File: config.mk
export PLATFORM = sky130hd
export DESIGN_NAME = irq_pend_mask
export DESIGN_NICKNAME = d
export VERILOG_FILES = /design/src/rtl/irq_pm_pkg.sv /design/src/rtl/irq_pend_sampler.sv /design/src/rtl/irq_mask_regs.sv /design/src/rtl/irq_req_gate.sv /design/src/rtl/irq_pend_mask.sv
export SDC_FILE = /design/constraint.sdc
export NUM_CORES = 1
export LEC_CHECK = 0
export BUFFER_PORTS_ARGS = -buffer_cell sky130_fd_sc_hd__buf_2
export CAP_MARGIN = 20
export CORE_MARGIN = 5
export CORE_UTILIZATION = 40
export CTS_CLUSTER_SIZE = 24
export DETAILED_ROUTE_END_ITERATION = 16
export MAX_ROUTING_LAYER = met4
export PLACE_DENSITY_LB_ADDON = 0.15
export SYNTH_ARGS = -nofsm -noshare
export SYNTH_HDL_FRONTEND = slang
export SYNTH_SLANG_ARGS = --single-unit
File: constraint.sdc
create_clock -name clk -period 1.4 [get_ports clk]
set_input_delay 0 -clock clk [delete_from_list [all_inputs] [get_ports clk]]
set_output_delay 0 -clock clk [all_outputs]
set_load 0.01 [all_outputs]
File: src/rtl/irq_pm_pkg.sv
package irq_pm_pkg;

    typedef enum logic [1:0] {
        SEL_MASK_LO = 2'd0,
        SEL_MASK_HI = 2'd1,
        SEL_PEND_LO = 2'd2,
        SEL_PEND_HI = 2'd3
    } reg_sel_e;

endpackage

File: src/rtl/irq_pend_sampler.sv
module irq_pend_sampler #(
    parameter int unsigned NSRC = 64
) (
    input  logic            clk,
    input  logic            rst_n,
    input  logic [NSRC-1:0] src_i,
    output logic [NSRC-1:0] pend_o
);

    typedef struct packed {
        logic [NSRC-1:0] pend;
    } state_t;

    state_t st_d, st_q;

    always_comb begin
        st_d = st_q;
        st_d.pend = src_i;
        st_d.pend[0] = 1'b0;        // reserved slot
    end

    always_ff @(posedge clk or negedge rst_n) begin
        if (!rst_n) st_q <= '0;
        else        st_q <= st_d;
    end

    assign pend_o = st_q.pend;

    // every live slot tracks its source regardless of the mask
    p_pend_follow_r6: assert property (@(posedge clk) disable iff (!rst_n)
        1'b1 |=> pend_o[NSRC-1:1] == $past(src_i[NSRC-1:1]));

endmodule

File: src/rtl/irq_mask_regs.sv
module irq_mask_regs #(
    parameter int unsigned DW = 32
) (
    input  logic          clk,
    input  logic          rst_n,
    input  logic          wr_lo_i,
    input  logic          wr_hi_i,
    input  logic [DW-1:0] wdata_i,
    output logic [2*DW-1:0] mask_o
);

    localparam int unsigned NHALF = 2;

    typedef struct packed {
        logic [NHALF-1:0][DW-1:0] half;
    } state_t;

    state_t st_d, st_q;
    logic [NHALF-1:0] half_wr;
    logic             all_set;

    assign half_wr = {wr_hi_i, wr_lo_i};
    assign all_set = wr_lo_i && wdata_i[0];

    always_comb begin
        st_d = st_q;
        for (int h = 0; h < NHALF; h++) begin
            if (all_set)         st_d.half[h] = '1;
            else if (half_wr[h]) st_d.half[h] = wdata_i;
        end
    end

    always_ff @(posedge clk or negedge rst_n) begin
        if (!rst_n) st_q <= '1;
        else        st_q <= st_d;
    end

    assign mask_o = st_q.half;

    // global mask-all on lower-word write with bit 0 set
    p_mask_all_r4: assert property (@(posedge clk) disable iff (!rst_n)
        (wr_lo_i && wdata_i[0]) |=> mask_o == '1);

    // lower-word write without bit 0 keeps the upper word
    p_hi_kept_r5: assert property (@(posedge clk) disable iff (!rst_n)
        (wr_lo_i && !wdata_i[0] && !wr_hi_i) |=> mask_o[2*DW-1:DW] == $past(mask_o[2*DW-1:DW]));

    // upper-word write never touches the lower word
    p_lo_kept_r5: assert property (@(posedge clk) disable iff (!rst_n)
        (wr_hi_i && !wr_lo_i) |=> mask_o[DW-1:0] == $past(mask_o[DW-1:0]));

endmodule

File: src/rtl/irq_req_gate.sv
module irq_req_gate #(
    parameter int unsigned NSRC = 64
) (
    input  logic            clk,
    input  logic            rst_n,
    input  logic [NSRC-1:0] pend_i,
    input  logic [NSRC-1:0] mask_i,
    output logic [NSRC-1:0] req_o,
    output logic            any_o
);

    typedef struct packed {
        logic [NSRC-1:0] req;
        logic            any;
    } state_t;

    state_t st_d, st_q;
    logic [NSRC-1:0] open_v;

    assign open_v = pend_i & ~mask_i;

    always_comb begin
        st_d = st_q;
        st_d.req = open_v;
        st_d.any = |open_v;
    end

    always_ff @(posedge clk or negedge rst_n) begin
        if (!rst_n) st_q <= '0;
        else        st_q <= st_d;
    end

    assign req_o = st_q.req;
    assign any_o = st_q.any;

    // no request is raised for a source that was masked the cycle before
    p_masked_quiet_r2: assert property (@(posedge clk) disable iff (!rst_n)
        1'b1 |=> (req_o & $past(mask_i)) == '0);

    // a request appears one cycle after an unmasked pending bit
    p_req_lag_r10: assert property (@(posedge clk) disable iff (!rst_n)
        1'b1 |=> req_o == ($past(pend_i) & ~$past(mask_i)));

endmodule

File: src/rtl/irq_pend_mask.sv
module irq_pend_mask #(
    parameter int unsigned DW = 32
) (
    input  logic          clk,
    input  logic          rst_n,
    input  logic [1:0]    reg_addr,
    input  logic          reg_wr,
    input  logic [31:0]   reg_wdata,
    output logic [31:0]   reg_rdata,
    input  logic [63:0]   irq_src,
    output logic [63:0]   irq_req,
    output logic          irq_any
);

    import irq_pm_pkg::*;

    localparam int unsigned NSRC = 2 * DW;

    reg_sel_e        sel;
    logic            wr_lo, wr_hi;
    logic [NSRC-1:0] pend, mask;

    assign sel   = reg_sel_e'(reg_addr);
    assign wr_lo = reg_wr && (sel == SEL_MASK_LO);
    assign wr_hi = reg_wr && (sel == SEL_MASK_HI);

    irq_pend_sampler #(.NSRC(NSRC)) u_pend (
        .clk    (clk),
        .rst_n  (rst_n),
        .src_i  (irq_src),
        .pend_o (pend)
    );

    irq_mask_regs #(.DW(DW)) u_mask (
        .clk     (clk),
        .rst_n   (rst_n),
        .wr_lo_i (wr_lo),
        .wr_hi_i (wr_hi),
        .wdata_i (reg_wdata),
        .mask_o  (mask)
    );

    irq_req_gate #(.NSRC(NSRC)) u_gate (
        .clk    (clk),
        .rst_n  (rst_n),
        .pend_i (pend),
        .mask_i (mask),
        .req_o  (irq_req),
        .any_o  (irq_any)
    );

    always_comb begin
        unique case (sel)
            SEL_MASK_LO: reg_rdata = mask[DW-1:0];
            SEL_MASK_HI: reg_rdata = mask[NSRC-1:DW];
            SEL_PEND_LO: reg_rdata = pend[DW-1:0];
            default:     reg_rdata = pend[NSRC-1:DW];
        endcase
    end

    // combined line agrees with the vector it summarises
    p_any_match_r10: assert property (@(posedge clk) disable iff (!rst_n)
        irq_any == (irq_req != '0));

    // reserved request slot stays low
    p_rsvd_req_r8: assert property (@(posedge clk) disable iff (!rst_n)
        !irq_req[0]);

endmodule

### After elaboration in Yosys (flattened, before gate mapping)

Index checks and enable logic that the tools add are counted.

| word-level totals | value |
|---|---|
| bits in registers | 192 |
| bits in latches | 0 |
| memory bits (writable) | 0 |
| memory bits (read-only) | 0 |
| input port bits | 101 |
| output and inout bits | 97 |
| word-level logic and storage cells | 21 |
| memories kept | 0 |

| operators by class | value |
|---|---|
| add/subtract/negate cells | 0 |
| multipliers | 0 |
| div/mod/pow operators | 0 |
| order comparisons | 0 |
| equal/unequal tests | 2 |
| shifts and indexed selects | 0 |
| muxes and demuxes | 5 |
| bitwise operators | 2 |
| reduce and logical (&&, ||, !) cells | 7 |

Operators with widths:

| operator | count |
|---|---|
| $mux 32 | 4 |
| $pmux 32 s3 | 1 |
| $and 64x64->64 | 1 |
| $not 64->64 | 1 |
| $reduce_or 64->1 | 1 |
| $reduce_bool 2->1 | 2 |
| $logic_and 1x1->1 | 3 |
| $eq 2x1->1 const B | 1 |
| $eq 2x2->1 const B | 1 |
| $logic_not 2->1 | 1 |

### Longest topological paths before layout

Gate-level depths: netlist of run 1.

| depth | value |
|---|---|
| depth in word-level cells | 4 |
| depth in mapped cells | 7 |
| mapped depth without buffers | 4 |

### Hierarchy

Synthesis of run 1 repeated with hierarchy kept, for this count alone.

| unflattened totals | value |
|---|---|
| cells, all modules | 435 |
| area total of the unflattened synthesis | 7164.4 µm² |

Modules (own cells, without submodules):

| module | times used | cells each | area an instance (µm²) |
|---|---|---|---|
| irq_mask_regs | 1 | 178 | 2555.0 |
| irq_req_gate | 1 | 150 | 2179.6 |
| irq_pend_sampler | 1 | 65 | 1587.8 |
| irq_pend_mask | 1 | 42 | 842.1 |

### Worst setup path after synthesis of run 1

No wires, ideal clock.

| path | value |
|---|---|
| path type | register to register |
| from | register u_mask.st_q, in the netlist u_mask.mask_o[50] |
| to | register u_gate.st_q, in the netlist u_gate.any_o |
| arrival | 1067 ps |
| data required time | 1270 ps |
| path slack | 204 ps |
| cell stages (with the launch flop) | 5 |
| buffers on the path | 0 |
| path through | dfstp_2 -> nor2b_1 -> nor4_1 -> and4_1 -> nand4_1 |

RTL lines:

| what | RTL line | text |
|---|---|---|
| start, declared | irq_mask_regs.sv:18 | `state_t st_d, st_q;` |
| start signal, assigned | irq_mask_regs.sv:35 | `else st_q <= st_d;` |
| end signal, assigned | irq_req_gate.sv:30 | `else st_q <= st_d;` |
| end, declared | irq_req_gate.sv:17 | `state_t st_d, st_q;` |

### Final worst setup path of run 1

| path | value |
|---|---|
| from | register u_mask.st_q, in the netlist u_mask.mask_o[40] |
| to | output port reg_rdata[8] |

| between the ends | value |
|---|---|
| longest elaborated chain between the ends | 1 |

RTL lines:

| what | RTL line | text |
|---|---|---|
| $pmux 32 s3 | irq_pend_mask.sv:53 | `unique case (sel)` |
| end, declared | irq_pend_mask.sv:9 | `output logic [31:0] reg_rdata,` |

Every way passes these cells.

==> results of run 1 <==
cell usage in the layout, fill, tap and decap left out, types with 5 or more instances in the layout:
cell,netlist,layout
sky130_fd_sc_hd__dfrtp_1,127,127
sky130_fd_sc_hd__nor2_1,62,62
sky130_fd_sc_hd__a21oi_2,28,28
sky130_fd_sc_hd__clkbuf_16,0,17
sky130_fd_sc_hd__nand2_1,63,62
sky130_fd_sc_hd__buf_4,1,32
sky130_fd_sc_hd__dfstp_2,64,64
sky130_fd_sc_hd__nor4_4,0,5
sky130_fd_sc_hd__dlygate4sd3_1,0,96
sky130_fd_sc_hd__mux4_2,29,31
sky130_fd_sc_hd__clkinvlp_4,0,5
sky130_fd_sc_hd__nor2b_2,0,5
sky130_fd_sc_hd__buf_2,10,162
sky130_fd_sc_hd__nand3_1,29,29
sky130_fd_sc_hd__nor2b_1,63,56
sky130_fd_sc_hd__nor4_1,15,6
sky130_fd_sc_hd__buf_6,12,47
sky130_fd_sc_hd__buf_12,4,10
cell type report:
cell class | count | area [um^2] | share of cell area [%]
Tap cell | 229 | 287 | 2.64
Clock buffer | 22 | 454 | 4.19
Antenna cell | 1 | 2.50 | 0.0231
Multi-Input combinational cell | 312 | 2360 | 21.8
Sequential cell | 191 | 4860 | 44.8
Inverter | 1 | 3.75 | 0.0346
Timing Repair Buffer | 348 | 2760 | 25.4
Clock inverter | 10 | 116 | 1.07
kinds of logic after synthesis:
kind of cell           count (synthesis)  share of synthesized area, %
and+or+nand+nor                      245                          16.7
DFF                                  191                          65.9
AOI/OAI and AO/OA                     34                          3.78
muxes                                 32                          9.70
buffers and inverters                 31                          3.90
other                                  1                        0.0508
registers in the layout (all words and copies together), names as in the netlist:
signal and count:
u_mask.mask_o 64, u_gate.req_o 63, u_gate.any_o 1, u_pend.pend_o 63
critical path, stage by stage, from the launching register on:
cell                      delay (ns)
sky130_fd_sc_hd__dfstp_2        0.37
sky130_fd_sc_hd__buf_6          0.10
sky130_fd_sc_hd__mux4_2         0.49
sky130_fd_sc_hd__buf_6          0.15
per-layer routing:
layer	routed length [um]	part of all wire, %	track usage (%)
met5	0	0	-
met4	277	1.3	4.65
met3	1070	5.1	5.17
met2	10700	51	34.3
met1	9020	43	26.5
power breakdown:
part / internal, mW / switching, mW
Sequential: 6.34 / 0.357
Combinational: 1.57 / 1.29
Clock: 2.68 / 2.04
metrics by stage:
step,setup TNS [ns],worst slack (ns)
6_report,-2.04,-0.139
5_1_grt,-3.67,-0.179
4_1_cts,-2.73,-0.152
3_5_place_dp,-0.344,-0.344
3_3_place_gp,-0.402,-0.402
2_1_floorplan,0,0.204
timing repair:
item | in CTS | in global routing
hold buffers | 96 | 0
pin swaps | 3 | 3
buffers inserted | 7 | 6
setup endpoints to repair | 32 | 33
endpoints found under the hold margin | 264 | 0
gates resized for setup | 56 | 21
final timing paths:
| path | from | to | slack, ns | cells past startpoint |
|---|---|---|---|---|
| worst max-delay path | u_mask.mask_o[40]$_DFFE_PN1P_ | reg_rdata[8] | -0.14 | 3 |
| worst min-delay path | reg_wdata[0] | u_mask.mask_o[18]$_DFFE_PN1P_ | 0.08 | 3 |
| worst max register to register | u_mask.mask_o[7]$_DFFE_PN1P_ | u_gate.any_o$_DFF_PN0_ | -0.12 | 5 |
| worst min register to register | u_mask.mask_o[0]$_DFFE_PN1P_ | u_mask.mask_o[0]$_DFFE_PN1P_ | 0.49 | 2 |
| max in group asynchronous | rst_n | u_mask.mask_o[55]$_DFFE_PN1P_ | 0.68 | 3 |
| min in group asynchronous | rst_n | u_pend.pend_o[58]$_DFF_PN0_ | 0.09 | 2 |
==> results.md, run 1 <==
* Layout overhead on the synthesized area at 46.9%
* Worst-Skew Late Latency at 0.42 ns
* Share of the core filled with cells at 59.9%
* Post-DR vias/cell at 4.83
* Number of max-slew violations in the final report at 0
* Violations in the final reports: setup timing
* Total number of vias at 5377
* IO Count at 198
* Fmax at 0.650 GHz
* First-pass GRT wire length at 33.3 mm
* CTS tree: yes
* Die width at 146 um
* Top-count cell post-synth: sky130_fd_sc_hd__dfrtp_1
* Layout cell share with drive strength beyond 1 at 48.5%
* Floorplan row count at 49
* Post-Syn Area per Cell at 13.8 um^2
* Clock tree sinks at 191
* Clock buffer count from CTS at 17
* Setup Crit Path Kind: flip-flop to output pin
* Yosys reg bits at 191
* Wire length after detailed routing at 21.0 mm
* Clock transition at the register clock pins on the worst setup and hold paths after CTS at 0.07 ns
* Hold Crit Class: primary input to flip-flop
* Hold violation count in the final report at 0
* Setup slack of the critical path after layout at -0.139 ns
* Most area-consuming cells after synthesis: sky130_fd_sc_hd__dfrtp_1, sky130_fd_sc_hd__dfstp_2, sky130_fd_sc_hd__mux4_2
* Clock Skews at 0.00768 ns
* Post-synth top flop: sky130_fd_sc_hd__dfrtp_1
* Final Instance Count excl. Fillers at 1114
* Chip height at 146 um
* Net Count, Synth at 635
* First-iteration detailed-routing DRC count at 206
* Aggregate global-route resource usage at 20.9%
* Layout Cell Area excl Fill at 10800 um^2
* Total power after layout at 14.3 mW
* Post-layout minimum cycle time at 1.54 ns
* Crit path arrival time at 1.54 ns
* Peak supply drop at 755 uV
* Worst Setup Start Kind: flip-flop
* Detailed Routing Iterations Pass 1 at 4
* Master cell of the clock root buffer: sky130_fd_sc_hd__clkbuf_16
* Level count of the clock H-tree at 4
* Result of the run: finished with violations
* Most area-hungry cell type in the Yosys netlist: sky130_fd_sc_hd__dfrtp_1
* Most common library cells after synthesis: sky130_fd_sc_hd__dfrtp_1, sky130_fd_sc_hd__dfstp_2, sky130_fd_sc_hd__nand2_1, sky130_fd_sc_hd__nor2b_1, sky130_fd_sc_hd__nor2_1
* Total Die Area at 21300 um^2
* Nets at 972
* Slew @ Worst Pin at 0.501 ns
* Half-perimeter wire length of the detailed placement result at 14.1 mm
* Final setup fails at 32
* Count of fill cells added during filler insertion at 1424
* Crit path required time at 1.40 ns
* Biggest fanout along the worst timing path at 2
* Number of buffers on the longest clock path at 2
* Overflow after GRT at 0
* Average routed wire per standard cell at 18.9 um
* Synthesized area at 7380 um^2
* Worst-case hold slack at 0.0790 ns
* Remaining antenna violation count after routing at 0
* Final estimated routing congestion in global placement at 0.797
* Post-synth cell types at 28
* Antenna violations before repair at 1
* Pwr per Cell Area at 1320 nW/um^2
* Headroom to the max-slew limit at 66.6%
* Vias in the first global route at 5914
* Placed instance area at 8840 um^2
* Total of warnings raised by yosys at 0
* Async set-or-reset flop fraction in the synthesized netlist at 100%
* Setup repair after global routing missed its margin: yes
* Critical path endpoint category: output pin
* Drc violations at 0
* Initial core utilization at 40.8%
* Max_cap viols at 0
* Part of the cycle the worst path needs at 110%
* I/O Buffers at 195
* Proportion of synthesized chip area in sequential cells at 65.9%
* Placed Instances at 974
* Post-Syn Instances at 534
* Leakage power at 5.02 nW
* Area share of the leading cell type in the synthesized netlist at 43.1%
* Maximum number of pins on one net before global-route repair at 46
* Post-synth EDFFs at 0
* Floorplan Core Area at 18100 um^2
Power figures use the tool's default switching activity.
==> run 2, diff against run 1 <==
Settings changed: HOLD_SLACK_MARGIN set to 0.08, PLACE_DENSITY_LB_ADDON 0.15 to unset.
==> run 2 against run 1 <==
  * The flow still finishes with violations (setup timing)
  * Die area is the same
  * Fmax increased by 0.53%
  * Largest power group unchanged
  * Combinational power fell by 2%
  * Clock power down 3%
  * Final cell count increased by 0.36%
  * Critical path type unchanged
  * Critical path depth is the same
==> results.md, run 2 (synthesis gave the netlist of run 1 again) <==
* Result of the run: finished with violations
* Violations in the final reports: setup timing
* Layout cell share with drive strength beyond 1 at 48.5%
* Top library cells by usage in the layout, fill and taps aside: sky130_fd_sc_hd__buf_2, sky130_fd_sc_hd__dfrtp_1, sky130_fd_sc_hd__dlygate4sd3_1, sky130_fd_sc_hd__dfstp_2
* Hold violation count in the final report at 0
* Pwr per Cell Area at 1310 nW/um^2
* Die width at 146 um
* Post-DR vias/cell at 4.92
* Floorplan Core Area at 18100 um^2
* Clock tree sinks at 191
* Share of the core filled with cells at 59.6%
* Highest-delay cell along the critical path: sky130_fd_sc_hd__mux4_2
* Remaining antenna violation count after routing at 0
* Register area at 4860 um^2
* Most common cell after layout, fill and taps aside: sky130_fd_sc_hd__buf_2
* Final estimated routing congestion in global placement at 0.840
* Setup slack of the critical path after layout at -0.131 ns
* Clock buffer count from CTS at 17
* Fmax at 0.653 GHz
* Post-layout minimum cycle time at 1.53 ns
* First-pass GRT wire length at 34.5 mm
* Critical path endpoint category: output pin
* Critical-path cell list: buf_6, mux4_2, buf_6
* Aggregate global-route resource usage at 21.8%
* Number of buffers on the longest clock path at 2
* Setup repair after global routing missed its margin: yes
* Setup Crit Path Kind: flip-flop to output pin
* Detailed Routing Iterations Pass 1 at 5
* CTS tree: yes
* Wire length after detailed routing at 21.8 mm
* Worst slack after detailed placement at -0.336 ns
* Leakage power at 5.01 nW
* Initial core utilization at 40.8%
* Count of fill cells added during filler insertion at 1438
* Worst-Skew Late Latency at 0.44 ns
* Drc violations at 0
* Floorplan row count at 49
* Number of flip-flops in the largest register at 64
* Slew @ Worst Pin at 0.613 ns
* Hold Crit Class: primary input to flip-flop
* Headroom to the max-slew limit at 59.0%
* Sum of negative setup slack at -2.40 ns
* Clock Skews at 0.0166 ns
* Master cell of the clock root buffer: sky130_fd_sc_hd__clkbuf_16
* Peak supply drop at 827 uV
* IO Count at 198
* Layout overhead on the synthesized area at 46.1%
* Level count of the clock H-tree at 4
* First-iteration detailed-routing DRC count at 249
* Max_cap viols at 0
* Clock transition at the register clock pins on the worst setup and hold paths after CTS at 0.08 ns
* Average routed wire per standard cell at 19.5 um
* Total power after layout at 14.1 mW
* Total Die Area at 21300 um^2
* Biggest fanout along the worst timing path at 2
* Crit path required time at 1.40 ns
* Total number of vias at 5496
* Vias in the first global route at 6121
* Placed Instances at 981
* Footprint of the multi-input gates at 2320 um^2
* Chip height at 146 um
* I/O Buffers at 195
* Final Instance Count excl. Fillers at 1118
* Antenna violations before repair at 2
* Part of the cycle the worst path needs at 109%
* Max incr delay on CP at 0.48 ns
* Crit path arrival time at 1.53 ns
* Overflow after GRT at 0
* Worst Setup Start Kind: flip-flop
* Final setup fails at 32
* Cell type with the highest occurrence count on the critical path: sky130_fd_sc_hd__buf_6
* Number of max-slew violations in the final report at 0
* Maximum number of pins on one net before global-route repair at 59
* Nets at 976
* Half-perimeter wire length of the detailed placement result at 15.0 mm
[run 2: cell types whose count changed in the layout (fill, tap and decap cells not counted), sizes merged]
cell / before / now
dlygate4sd3: 96 / 99
diode: 1 / 2
clkinv: 3 / 6
clkinvlp: 5 / 1
bufinv: 2 / 0
clkbuf: 23 / 18
buf: 251 / 252
inv: 1 / 8
[run 2: path summary, 6_finish.rpt]
check                                              startpoint                       endpoint  slack, ns  cells past startpoint
worst max-delay path            u_mask.mask_o[14]$_DFFE_PN1P_                  reg_rdata[14]      -0.13                      3
worst min-delay path                               irq_src[1]     u_pend.pend_o[1]$_DFF_PN0_       0.20                      2
worst max register to register  u_mask.mask_o[30]$_DFFE_PN1P_         u_gate.any_o$_DFF_PN0_      -0.09                      5
worst min register to register   u_mask.mask_o[0]$_DFFE_PN1P_   u_mask.mask_o[0]$_DFFE_PN1P_       0.49                      2
max in group asynchronous                               rst_n    u_pend.pend_o[47]$_DFF_PN0_       0.15                      3
min in group asynchronous                               rst_n  u_mask.mask_o[16]$_DFFE_PN1P_       0.21                      2
[run 2: layout make-up]
type,instances,share of cell area (%)
multi-input combinational,312,21.6
timing repair buffer,352,25.5
clock buffer,17,3.95
tap,229,2.66
inverter,1,0.0348
antenna,2,0.0464
clock inverter,14,1.17
sequential,191,45.1
[run 2: stage by stage]
stage / cell area, um^2 / hold slack (ns)
finish: 10800 / 0.202
CTS: 10700 / 0.180
global placement: 8870 / -0.0868
floorplan: 7380 / -0.296
detailed placement: 8870 / -0.0815
global route: 10800 / 0.202
[run 2: timing repair]
| item | CTS | global route |
|---|---|---|
| hold endpoints to repair | 305 | 0 |
| gates resized for setup | 53 | 11 |
| hold buffers | 99 | 0 |
| setup endpoints to repair | 33 | 33 |
| cloned | 0 | 0 |
| setup buffers | 6 | 4 |
| pin swaps | 3 | 2 |
[run 2: worst max-delay path: cells and delay by family, from the launching register on]
| kind | cells | cell delay [ns] |
|---|---|---|
| buf+inv | 2 | 0.25 |
| flops | 1 | 0.38 |
| mux | 1 | 0.48 |
[run 2: power by group]
| part | internal (mW) | switching [mW] | total (mW) |
|---|---|---|---|
| logic | 1.52 | 1.29 | 2.81 |
| registers | 6.34 | 0.355 | 6.69 |
| clock network | 2.33 | 2.26 | 4.59 |
| total | 10.2 | 3.90 | 14.1 |
[run 2: metal layers]
metal | routed length [um] | vias up | part of all wire (%) | global-route usage, %
met2 | 11000 | 185 | 50 | 35.4
li1 | - | 2496 | - | -
met5 | 0 | - | 0 | -
met4 | 520 | 0 | 2.4 | 7.36
met1 | 9110 | 2784 | 42 | 27.2
met3 | 1180 | 31 | 5.4 | 4.70
